### src/rtl/oda_pkg.sv
`timescale 1ns/1ps
package oda_pkg;
  localparam int MAX_DLY = 7;
  localparam int CODE_W  = $clog2(MAX_DLY + 1);
  typedef logic [CODE_W-1:0] dly_code_t;
endpackage

### src/rtl/oda_runon.sv
`timescale 1ns/1ps
module oda_runon #(
  parameter int CNT_W = 8
) (
  input  logic             clk,
  input  logic             rst_n,
  input  logic             init,
  input  logic             done,
  input  logic [CNT_W-1:0] runon_len,
  output logic             live
);
  logic             running_q;
  logic [CNT_W-1:0] cnt_q;

  always_ff @(posedge clk) begin
    if (!rst_n) begin
      running_q <= 1'b0;
      cnt_q     <= '0;
    end else if (init) begin
      running_q <= 1'b1;
      cnt_q     <= '0;
    end else if (done) begin
      running_q <= 1'b0;
      cnt_q     <= runon_len;
    end else if (cnt_q != '0) begin
      cnt_q <= cnt_q - 1'b1;
    end
  end

  assign live = running_q | (cnt_q != '0);

  // count reloads on done
  a_r4_reload: assert property (@(posedge clk) disable iff (!rst_n)
    (done && !init) |=> (cnt_q == $past(runon_len) && !running_q));
  // count steps down by one
  a_r4_countdown: assert property (@(posedge clk) disable iff (!rst_n)
    (cnt_q != '0 && !done && !init) |=> (cnt_q == $past(cnt_q) - 1'b1));
  // start beats end
  a_r10_init_wins: assert property (@(posedge clk) disable iff (!rst_n)
    init |=> (running_q && cnt_q == '0));
endmodule

### src/rtl/oda_tap_line.sv
`timescale 1ns/1ps
module oda_tap_line
  import oda_pkg::*;
#(
  parameter int GW = 8
) (
  input  logic          clk,
  input  logic          rst_n,
  input  logic          init,
  input  dly_code_t     code_in,
  input  logic [GW-1:0] din,
  input  logic          live_in,
  input  logic          done_in,
  output logic [GW-1:0] dout,
  output logic          done_out,
  output logic          live_out
);
  localparam int SW = GW + 2;

  dly_code_t     code_q;
  logic          arm_q;
  logic [SW-1:0] stage [MAX_DLY];
  logic [SW-1:0] tapv  [MAX_DLY+1];
  logic [SW-1:0] sel;

  assign tapv[0] = {live_in, done_in, din};
  for (genvar k = 1; k <= MAX_DLY; k++) begin : g_tap
    assign tapv[k] = stage[k-1];
  end

  always_ff @(posedge clk) begin
    if (!rst_n) begin
      for (int k = 0; k < MAX_DLY; k++) stage[k] <= '0;
      code_q <= '0;
      arm_q  <= 1'b0;
    end else begin
      stage[0] <= tapv[0];
      for (int k = 1; k < MAX_DLY; k++) stage[k] <= stage[k-1];
      if (init) code_q <= code_in;
      arm_q <= 1'b1;
    end
  end

  assign sel      = tapv[code_q];
  assign live_out = sel[SW-1];
  assign done_out = sel[SW-1] & sel[SW-2];
  assign dout     = sel[SW-1] ? sel[GW-1:0] : '0;

  // active code moves only on init
  a_r3_code_hold: assert property (@(posedge clk) disable iff (!rst_n)
    !init |=> $stable(code_q));
  // one-clock setting follows the previous cycle
  a_r2_one_clock: assert property (@(posedge clk) disable iff (!rst_n)
    (arm_q && code_q == 3'd1) |->
      (live_out == $past(live_in) && dout == ($past(live_in) ? $past(din) : '0)));
endmodule

### src/rtl/pix_out_aligner.sv
`timescale 1ns/1ps
module pix_out_aligner
  import oda_pkg::*;
#(
  parameter int NGRP  = 3,
  parameter int GW    = 8,
  parameter int AW    = 12,
  parameter int CNT_W = 8,
  localparam int CODES_W = NGRP * CODE_W
) (
  input  logic               clk,
  input  logic               rst_n,
  input  logic               init,
  input  logic               done,
  input  logic [CNT_W-1:0]   runon_len,
  input  logic [CODES_W-1:0] dly_code,
  input  logic [NGRP*GW-1:0] grp_in,
  input  logic [AW-1:0]      src_addr_in,
  input  logic [AW-1:0]      coef_addr_in,
  output logic [NGRP*GW-1:0] grp_out,
  output logic [NGRP-1:0]    grp_done_out,
  output logic [AW-1:0]      src_addr_out,
  output logic [AW-1:0]      coef_addr_out,
  output logic               pipe_act
);
  logic            live;
  logic [NGRP-1:0] tap_live;

  oda_runon #(.CNT_W(CNT_W)) u_runon (
    .clk(clk), .rst_n(rst_n), .init(init), .done(done),
    .runon_len(runon_len), .live(live)
  );

  for (genvar g = 0; g < NGRP; g++) begin : g_grp
    oda_tap_line #(.GW(GW)) u_line (
      .clk(clk), .rst_n(rst_n), .init(init),
      .code_in(dly_code[g*CODE_W +: CODE_W]),
      .din(grp_in[g*GW +: GW]),
      .live_in(live), .done_in(done),
      .dout(grp_out[g*GW +: GW]),
      .done_out(grp_done_out[g]),
      .live_out(tap_live[g])
    );
  end

  assign src_addr_out  = src_addr_in;
  assign coef_addr_out = coef_addr_in;
  assign pipe_act      = live | (|tap_live);

  // nothing leaves while the whole pipeline is idle
  a_r5_idle_quiet: assert property (@(posedge clk) disable iff (!rst_n)
    !pipe_act |-> (grp_out == '0 && grp_done_out == '0));
  // a live start always shows on the activity flag next cycle
  a_r7_start_active: assert property (@(posedge clk) disable iff (!rst_n)
    init |=> pipe_act);
endmodule

### config.mk
export PLATFORM = sky130hd
export DESIGN_NAME = pix_out_aligner
export DESIGN_NICKNAME = d
export VERILOG_FILES = /design/src/rtl/oda_pkg.sv /design/src/rtl/oda_runon.sv /design/src/rtl/oda_tap_line.sv /design/src/rtl/pix_out_aligner.sv
export SDC_FILE = /design/constraint.sdc
export NUM_CORES = 1
export LEC_CHECK = 0
export BUFFER_PORTS_ARGS = -buffer_cell sky130_fd_sc_hd__buf_2
export CORE_MARGIN = 2
export CORE_UTILIZATION = 40
export CTS_BUF_LIST = sky130_fd_sc_hd__clkbuf_8
export CTS_CLUSTER_DIAMETER = 50
export DETAILED_ROUTE_END_ITERATION = 6
export PLACE_DENSITY_LB_ADDON = 0.3
export SETUP_SLACK_MARGIN = 0.02
export SLEW_MARGIN = 20
export SYNTH_ARGS = -nofsm -noshare
export SYNTH_HDL_FRONTEND = slang
export SYNTH_HIERARCHICAL = 1
export SYNTH_SLANG_ARGS = --single-unit
### constraint.sdc
create_clock -name clk -period 3.5 [get_ports clk]
set_input_delay 0.875 -clock clk [delete_from_list [all_inputs] [get_ports clk]]
set_output_delay 0.875 -clock clk [all_outputs]
set_load 0.05 [all_outputs]
==> out/metrics.yaml, run 1 <==
cts:
  ctsLongestPathBuffers: 3
  cts.sink_count: 228
  htree_levels: 2
  cts_tree: "done"
  cts_root_buf: "clkbuf_8"
  hold_buffers: 0
  numCtsBuffers: 39
  clk_pin_slew_ns: 0.06
  clock_latency_ns: 0.52
floorplanning:
  die_area_mm2: 0.0225
  die_h_um: 150
  die_x_um: 150
  core-area_mm2: 0.0210
  boundaryPins: 121
  initial_utilization_pct: 40.7
  rows: 53
min_path:
  hp-class: "flop to flop"
  hold-path-endpoint: "g_grp[1].u_line/stage[1][2]"
  hold_path_startpoint: "g_grp[1].u_line/stage[0][12]"
  hold_path_depth: 1
critical_path:
  crit_required_ns: 2.62
  crit_type: "flop to output pin"
  r2r_start: "u_runon/cnt_q[0]"
  rr_worst_depth: 8
  critPathLaunchType: "flop"
  r2r_slack_ns: 1.67
  crit_path_end_kind: "output pin"
  cp_data_arrival_time_ns: 2.86
  rr_endpoint: "u_runon/cnt_q[6]"
  worstPathMaxFanout: 6
synth:
  syn-mean-instance-area_um2: 12.3
  yosys.cell_types.count: 28
  synth_top_area_cell: "dfxtp_1"
  synth.top_cell.area_share_pct: 53.6
  yosys_register_bits: 228
  ys_seq_area_share_pct: 53.6
  netlist_instances: 693
  synth_warnings: 6
  async_flop_share_pct: 0
  synthesis.nets: 764
  synth_edf_count: 0
  yosysMostFrequentCell: "dfxtp_1"
  synth_common_cells: "dfxtp_1, and2_1, mux4_2"
  syn_area_mm2: 0.00852
  synth_area_leaders: "dfxtp_1, mux4_2, and2_1"
  synth_ff_type: "dfxtp_1"
global_route:
  grt_max_degree: 186
  gr-total-overflow: 0
  grt_usage_pct: 15.2
  grt_pass1_wl_um: 27200
  antenna_found_initial: 0
  first_global_vias: 5441
sta:
  fin_ws_ns: -0.231
  period_share_pct: 107
  slew_violations: 0
  worst_pin_slew_ns: 0.571
  hold_violations: 0
  slew_headroom_pct: 61.9
  fin_worst_skew_ns: 0.0187
  period_needed_ns: 3.73
  setup-violations-final: 10
  fmax_ghz: 0.268
  rsz0062_at_grt: "true"
routing:
  routedWlPerCell_um: 15.6
  wl_um: 16700
  drt_iter0_drc: 252
  dr.pass1.iters: 4
  vias_per_cell: 4.73
  drc: 0
  vias: 5052
  ant_nets: 0
layout:
  seqCellArea_mm2: 0.00457
  multi_input_area_mm2: 0.00367
  nets: 839
  drive_gt1_share_pct: 30.7
  antenna_cells: 0
  instances_no_fill: 1069
  stdcell_area_mm2: 0.0101
  fillers: 1900
  final_util_pct: 48.4
  area_delta_synth_final_pct: 18.9
place:
  place_congestion: 0.780
  io_buffers: 72
  dpl_worst_slack_ns: 0.0252
  dpl_cell_area_mm2: 0.00902
  dp_hpwl_um: 10600
  place_inst: 992
outcome:
  violations: "negative setup slack"
  status: "complete, but fails checks"
power:
  power.leakage_uw: 0.00409
  total_power_uw: 5960
  p_per_area_mw_per_mm2: 588
  peakVddDrop_v: 0.000251
flow_run:
  maxCapViolations: 0
## registers in the layout, indices dropped and copies added (netlist names)
signal               flops
u_runon/running_q        1
g_grp.u_line/stage     210
u_runon/cnt_q            8
g_grp.u_line/code_q      9
## worst max-delay path by stage
stage,slack [ns],end,cells after the start,from
final,-0.23,pipe_act,10,u_runon/cnt_q[1]
after global routing,-0.34,pipe_act,10,u_runon/cnt_q[1]
after CTS,-0.28,pipe_act,10,u_runon/cnt_q[0]
after detailed placement,0.03,pipe_act,10,u_runon/cnt_q[1]
after global placement,0.07,pipe_act,10,u_runon/cnt_q[1]
after floorplan,0.07,pipe_act,10,u_runon/cnt_q[0]
## final cells by class
type                       count  share of cell area [%]
multi-input combinational    393                    36.2
tap                          275                    3.40
inverter                       7                   0.259
sequential                   228                    45.1
timing repair buffer          99                    6.98
clock inverter                17                    1.27
clock buffer                  50                    6.79
## per-stage QoR
| step | setup TNS [ns] | hold WS [ns] |
|---|---|---|
| 6_report | -0.385 | 0.440 |
| 5_1_grt | -3.22 | 0.469 |
| 4_1_cts | -1.21 | 0.441 |
| 3_5_place_dp | 0 | 0.438 |
| 3_3_place_gp | 0 | 0.429 |
| 2_1_floorplan | 0 | 0.424 |
## placed cells by master, fill, tap and decap left out, types with 4 or more instances in the layout
cell and n:
a21oi_1 9, nor2_1 20, and2_1 210, nand3_1 4
nor2b_1 11, buf_4 22, xnor2_1 4, buf_12 4
buf_2 60, mux2i_1 37, nand2_1 5, dfxtp_1 226
clkbuf_8 50, inv_1 10, clkinv_2 10, buf_6 9
mux4_2 60, nor2_4 9, buf_8 4
## cells by family (layout without fill, tap and decap cells)
group           count (synthesis)  count (layout)  synth area share [%]
compound gates                 15              15                 0.925
flops                         228             228                  53.6
simple gates                  271             271                  19.0
fa+ha+maj                       2               2                 0.294
buf+inv                        72             173                  4.67
xor+xnor                        5               5                 0.514
mux                           100             100                  21.0
## power by group
group | internal (µW) | switching [µW] | leakage, µW | total (µW)
sequential | 2670 | 49.1 | 0.00186 | 2720
combinational | 351 | 433 | 0.00178 | 784
clock | 1430 | 1020 | 0.000453 | 2450
total | 4450 | 1510 | 0.00409 | 5960
## layer usage
layer / track usage [%] / wire, µm
met5: 0 / 0
met2: 25.1 / 7990
met1: 19.3 / 7360
met4: 5.85 / 425
met3: 3.51 / 880
## critical path, cell delays in order, from the launching register on
cell	delay [ns]
dfxtp_2	0.32
inv_2	0.07
ha_4	0.14
nor3b_4	0.19
and2_4	0.18
nand2b_4	0.07
mux4_2	0.49
mux2i_4	0.16
inv_1	0.06
or4_4	0.51
buf_8	0.17
## timing repair
action / in CTS / in global routing
hold endpoints to repair: 0 / 0
setup endpoints to repair: 28 / 28
gates resized for setup: 57 / 7
gates cloned: 1 / 0
pin swaps: 8 / 4
setup buffers: 6 / 5
No activity file was read; power rests on OpenSTA's default activity.
==> run 2, diff against run 1 <==
CTS_BUF_LIST = sky130_fd_sc_hd__clkbuf_16   (was sky130_fd_sc_hd__clkbuf_8)
PLACE_DENSITY_LB_ADDON = unset   (was 0.3)
==> run 2 against run 1 <==
  * The flow still finishes with violations (negative setup slack)
  * Clock power is 8% higher
  * Sequential share of layout area fell by 0.46 points
  * Non-clock buffer count did not move
  * Worst setup slack got worse by 0.085 ns
  * Highest routed layer unchanged
  * Die area unchanged
  * Critical path type unchanged
  * Power is 3.6% higher
  * Register-to-register slack better by 0.03 ns
  * Fmax down 2.2%
  * Via count shrank 1.1%
  * Clock skew decreased by 0.011 ns
==> out/metrics.yaml, run 2 (synthesis results as in run 1) <==
layout:
  nets: 827  # was 839
  area_delta_synth_final_pct: 20.2  # was 18.9%
  fillers: 1857  # was 1900
  antenna_cells: 0  # unchanged
  final_cell_mix: "dfxtp_1, and2_1, mux4_2"  # was dfxtp_1, and2_1, mux4_2, buf_2, clkbuf_8
  largest_register_ff_count: 210  # unchanged
  final_common_cell: "dfxtp_1"  # unchanged
  drive_gt1_share_pct: 29.0  # was 30.7%
  largest_register: "g_grp.u_line/stage"  # unchanged
  reg_top3: "g_grp.u_line/stage x210, g_grp.u_line/code_q x9, u_runon/cnt_q x8"  # unchanged
sta:
  period_needed_ns: 3.82  # was 3.73 ns
  tns_ns: -1.66  # was -0.385 ns
  fin_worst_skew_ns: 0.00768  # was 0.0187 ns
  hold_ws_ns: 0.449  # was 0.440 ns
  slew_headroom_pct: 48.5  # was 61.9%
  fmax_ghz: 0.262  # was 0.268 GHz
  worst_pin_slew_ns: 0.772  # was 0.571 ns
  setup-violations-final: 10  # unchanged
  fin_ws_ns: -0.316  # was -0.231 ns
  slew_violations: 0  # unchanged
  rsz0062_at_grt: "true"  # unchanged
  period_share_pct: 109  # was 107%
  hold_violations: 0  # unchanged
floorplanning:
  rows: 53  # unchanged
  boundaryPins: 121  # unchanged
  core-area_mm2: 0.0210  # unchanged
  die_x_um: 150  # unchanged
  die_area_mm2: 0.0225  # unchanged
  initial_utilization_pct: 40.7  # unchanged
  die_h_um: 150  # unchanged
cts:
  clk_pin_slew_ns: 0.06  # about the same
  numCtsBuffers: 27  # was 39
  hold_buffers: 0  # unchanged
  cts_tree: "done"  # unchanged
  ctsLongestPathBuffers: 3  # unchanged
  cts.sink_count: 228  # unchanged
  htree_levels: 1  # was 2
  cts_root_buf: "clkbuf_16"  # was clkbuf_8
  clock_latency_ns: 0.52  # about the same
place:
  io_buffers: 72  # unchanged
  dp_hpwl_um: 10200  # was 10600 µm
  place_congestion: 0.761  # was 0.780
  dpl_worst_slack_ns: -0.0250  # was 0.0252 ns
routing:
  routedWlPerCell_um: 15.6  # about the same
  drc: 0  # unchanged
  vias_per_cell: 4.77  # was 4.73
  wl_um: 16300  # was 16700 µm
  ant_nets: 0  # unchanged
  dr.pass1.iters: 4  # unchanged
  vias: 4997  # was 5052
  drt_iter0_drc: 164  # was 252
global_route:
  gr-total-overflow: 0  # unchanged
  antenna_found_initial: 0  # unchanged
  grt_max_degree: 222  # was 186
  grt_pass1_wl_um: 26600  # was 27200 µm
  first_global_vias: 5323  # was 5441
  grt_usage_pct: 14.8  # was 15.2%
critical_path:
  crit_type: "flop to output pin"  # unchanged
  critPathLaunchType: "flop"  # unchanged
  worstPathMaxFanout: 5  # was 6
  crit_path_end_kind: "output pin"  # unchanged
  crit_required_ns: 2.62  # about the same
  rr_worst_depth: 8  # unchanged
  cp_data_arrival_time_ns: 2.94  # was 2.86 ns
power:
  total_power_uw: 6170  # was 5960 µW
  power.leakage_uw: 0.00407  # was 0.00409 µW
  peakVddDrop_v: 0.000410  # was 0.000251 V
  p_per_area_mw_per_mm2: 603  # was 588 mW/mm²
min_path:
  hp-class: "flop to flop"  # unchanged
  hold_path_depth: 1  # unchanged
outcome:
  status: "complete, but fails checks"  # unchanged
  violations: "negative setup slack"  # unchanged
flow_run:
  maxCapViolations: 0  # unchanged
## run 2: cell types whose count changed in the layout (fill, tap and decap cells not counted), moves of 3 or more
cell,change
buf_2,-13
buf_6,+14
clkbuf_16,+27
clkbuf_8,-50
clkinv_1,+3
clkinv_2,-5
clkinv_4,+4
inv_1,-4
## run 2: final cells by class
cell class              instances  area [µm²]  area share (%)
repair buffers                 99         787            7.69
multi-input cells             393        3660            35.8
well taps                     275         344            3.36
clock inverters                19         175            1.71
inverters                       7        26.3           0.257
flip-flops and latches        228        4570            44.6
clock buffers                  27         676            6.60
## run 2: critical path, stage by stage (launching register included)
cell	delay [ns]
dfxtp_2	0.32
inv_2	0.07
ha_4	0.14
nor3b_4	0.19
and2_4	0.18
nand2b_4	0.07
buf_6	0.12
mux4_2	0.47
mux2i_4	0.18
inv_1	0.06
or4_4	0.42
buf_8	0.17
## run 2: timing repair
action / 4_1_cts / 5_1_grt
buffers inserted: 6 / 1
resized for setup: 73 / 19
endpoints found under the setup margin: 28 / 28
pin swaps: 9 / 3
cloned: 1 / 0
## run 2: layer usage
metal | share of wire, % | GRT usage [%] | vias up
met2 | 46 | 24.1 | 87
met3 | 4.4 | 2.71 | 40
met4 | 2.7 | 5.47 | 0
met1 | 47 | 19.8 | 2444
li1 | - | - | 2426
met5 | 0 | 0 | -
## run 2: power by group
group          switching (µW)  total, µW  internal [µW]
logic                     441        813            373
clock network            1080       2640           1560
registers                46.9       2720           2670
total                    1570       6170           4600
## run 2: final timing paths
path	from	to	slack, ns
worst min register to register	g_grp[1].u_line/stage[0][18]	g_grp[1].u_line/stage[1][8]	0.45
worst max register to register	u_runon/cnt_q[0]	u_runon/cnt_q[6]	1.70
worst min-delay path	g_grp[1].u_line/stage[0][18]	g_grp[1].u_line/stage[1][8]	0.45
worst max-delay path	u_runon/cnt_q[0]	pipe_act	-0.32
## run 2: per-stage QoR
stage                     cells  area, µm²  util [%]
after floorplan             693       8530         -
after global placement      996       9030      43.1
after detailed placement    996       9030      43.1
after CTS                  1048      10200      48.5
after global routing       1048      10200      48.9
final                      1048      10200      48.9
==> run 3, diff against run 2 <==
RECOVER_POWER = 25   (was unset)
==> run 3 against run 2 <==
  * The run ends with max-capacitance violations, max-slew violations, negative setup slack left
  * Worst setup slack got worse by 0.0030 ns
  * Flip-flop and latch count did not move
  * Critical path depth did not move
  * Fmax barely moved
  * Power fell by 0.15%
  * Via count fell by 0.26%
  * Clock power barely moved
  * Register-to-register slack barely moved
  * Critical path type unchanged
  * Largest power group unchanged
==> out/metrics.yaml, run 3 (synthesis results as in run 1) <==
sta:
  fin_ws_ns: -0.319  # was -0.316 ns
  fin_worst_skew_ns: 0.00763  # was 0.00768 ns
  slew_violations: 222  # was 0
  hold_violations: 0  # unchanged
  fmax_ghz: 0.262  # about the same
  tns_ns: -1.68  # was -1.66 ns
  setup-violations-final: 10  # unchanged
  period_needed_ns: 3.82  # about the same
  worst_pin_slew_ns: 1.77  # was 0.772 ns
  period_share_pct: 109  # about the same
  slew_headroom_pct: -18.1  # was 48.5%
  rsz0062_at_grt: "true"  # unchanged
  hold_ws_ns: 0.449  # about the same
routing:
  dr_wl_met2_um: 7530  # was 7540 µm
  drt_iter0_drc: 182  # was 164
  drc: 0  # unchanged
  ant_nets: 0  # unchanged
  vias: 4984  # was 4997
  route.top_layer_used: "met4"  # unchanged
  routedWlPerCell_um: 15.5  # was 15.6 µm
  wl_met3_um: 684  # was 714 µm
  wl_um: 16300  # about the same
  dr.pass1.iters: 6  # was 4
  wl_met1_um: 7640  # about the same
  vias_per_cell: 4.76  # was 4.77
layout:
  nets: 827  # unchanged
  area_delta_synth_final_pct: 20.0  # was 20.2%
  largest_register_ff_count: 210  # unchanged
  drive_gt1_share_pct: 29.0  # unchanged
  largest_register: "g_grp.u_line/stage"  # unchanged
  reg_top3: "g_grp.u_line/stage x210, g_grp.u_line/code_q x9, u_runon/cnt_q x8"  # unchanged
  final_util_pct: 48.8  # was 48.9%
  antenna_cells: 0  # unchanged
  final_common_cell: "dfxtp_1"  # unchanged
  final_cell_mix: "dfxtp_1, and2_1, mux4_2"  # unchanged
cts:
  clock_latency_ns: 0.51  # was 0.52 ns
  numCtsBuffers: 27  # unchanged
  ctsLongestPathBuffers: 3  # unchanged
  cts.sink_count: 228  # unchanged
  cts_root_buf: "clkbuf_16"  # unchanged
  hold_buffers: 0  # unchanged
  cts_tree: "done"  # unchanged
  clk_pin_slew_ns: 0.06  # about the same
  htree_levels: 1  # unchanged
outcome:
  violations: "max-capacitance violations, max-slew violations, negative setup slack"  # was negative setup slack
  status: "complete, but fails checks"  # unchanged
floorplanning:
  die_area_mm2: 0.0225  # unchanged
  die_x_um: 150  # unchanged
  initial_utilization_pct: 40.7  # unchanged
  boundaryPins: 121  # unchanged
  rows: 53  # unchanged
  core-area_mm2: 0.0210  # unchanged
  die_h_um: 150  # unchanged
critical_path:
  worstPathMaxFanout: 5  # unchanged
  cp_cell_sequence: "inv_2 > ha_4 > nor3b_4 > and2_4 > nand2b_4 > buf_6 > mux4_2 > mux2i_4 > inv_1 > or4_4 > buf_8"  # unchanged
  crit_required_ns: 2.62  # about the same
  worst-path-buf-inv: 4  # unchanged
  cp_data_arrival_time_ns: 2.94  # about the same
  slowest_stage: "mux4_2"  # unchanged
  crit_path_end_kind: "output pin"  # unchanged
  crit_family: "simple AND/OR/NAND/NOR gates"  # unchanged
  critPathLaunchType: "flop"  # unchanged
  max_stage_delay_ns: 0.47  # about the same
  crit_type: "flop to output pin"  # unchanged
power:
  switching_share_pct: 25.3  # was 25.4%
  power.leakage_uw: 0.00405  # was 0.00407 µW
  internal_power_uw: 4600  # about the same
  peakVddDrop_v: 0.000409  # was 0.000410 V
  p_comb_share_pct: 13.2  # about the same
  p_switching_uw: 1560  # was 1570 µW
  total_power_uw: 6160  # was 6170 µW
  p_per_area_mw_per_mm2: 603  # about the same
  clkPwrFrac_pct: 42.7  # was 42.8%
  pwr-share-seq_pct: 44.1  # was 44.0%
global_route:
  grt_max_degree: 222  # unchanged
  antenna_found_initial: 0  # unchanged
  first_global_vias: 5323  # unchanged
  gr-total-overflow: 0  # unchanged
  grt_usage_pct: 14.8  # unchanged
  grt_pass1_wl_um: 26600  # unchanged
place:
  io_buffers: 72  # unchanged
  place_congestion: 0.761  # unchanged
  dp_hpwl_um: 10200  # unchanged
  dpl_worst_slack_ns: -0.0250  # unchanged
min_path:
  hp-class: "flop to flop"  # unchanged
flow_run:
  maxCapViolations: 1  # was 0
run 3: worst paths after layout:
| check | depth (start not counted) | slack [ns] | end | start |
|---|---|---|---|---|
| setup / recovery | 11 | -0.32 | pipe_act | u_runon/cnt_q[0] |
| hold / removal | 1 | 0.45 | g_grp[1].u_line/stage[1][8] | g_grp[1].u_line/stage[0][18] |
| setup reg to reg | 8 | 1.70 | u_runon/cnt_q[6] | u_runon/cnt_q[0] |
| hold reg to reg | 1 | 0.45 | g_grp[1].u_line/stage[1][8] | g_grp[1].u_line/stage[0][18] |
run 3: area by class of cell:
type	instances	area (µm²)
Clock inverter	19	175
Fill cell	1859	10700
Sequential cell	228	4570
Tap cell	275	344
Timing Repair Buffer	99	774
Multi-Input combinational cell	393	3660
Inverter	7	26.3
Clock buffer	27	676
run 3: repair_timing:
item                                    in CTS  in global routing
buffers inserted                             6                  1
gates resized for setup                     73                 19
pin swaps                                    9                  3
cloned                                       1                  0
endpoints found under the setup margin      28                 28
run 3: power by group through the flow:
stage               Combinational (µW)  Clock, µW  Sequential [µW]
floorplan                          583          0             2750
global placement                   666          0             2770
detailed placement                 680          0             2770
CTS                                797       2710             2720
global route                       868       2830             2730
finish                             811       2630             2720
run 3: per-stage QoR:
step                      area (µm²)  cells
after floorplan                 8530    693
after global placement          9030    996
after detailed placement        9030    996
after CTS                      10200   1048
after global routing           10200   1048
final                          10200   1048
run 3: per-layer routing:
metal	vias up	GRT usage, %
li1	2427	-
met1	2433	19.8
met2	87	24.1
met3	37	2.71
met4	0	5.47
met5	-	0
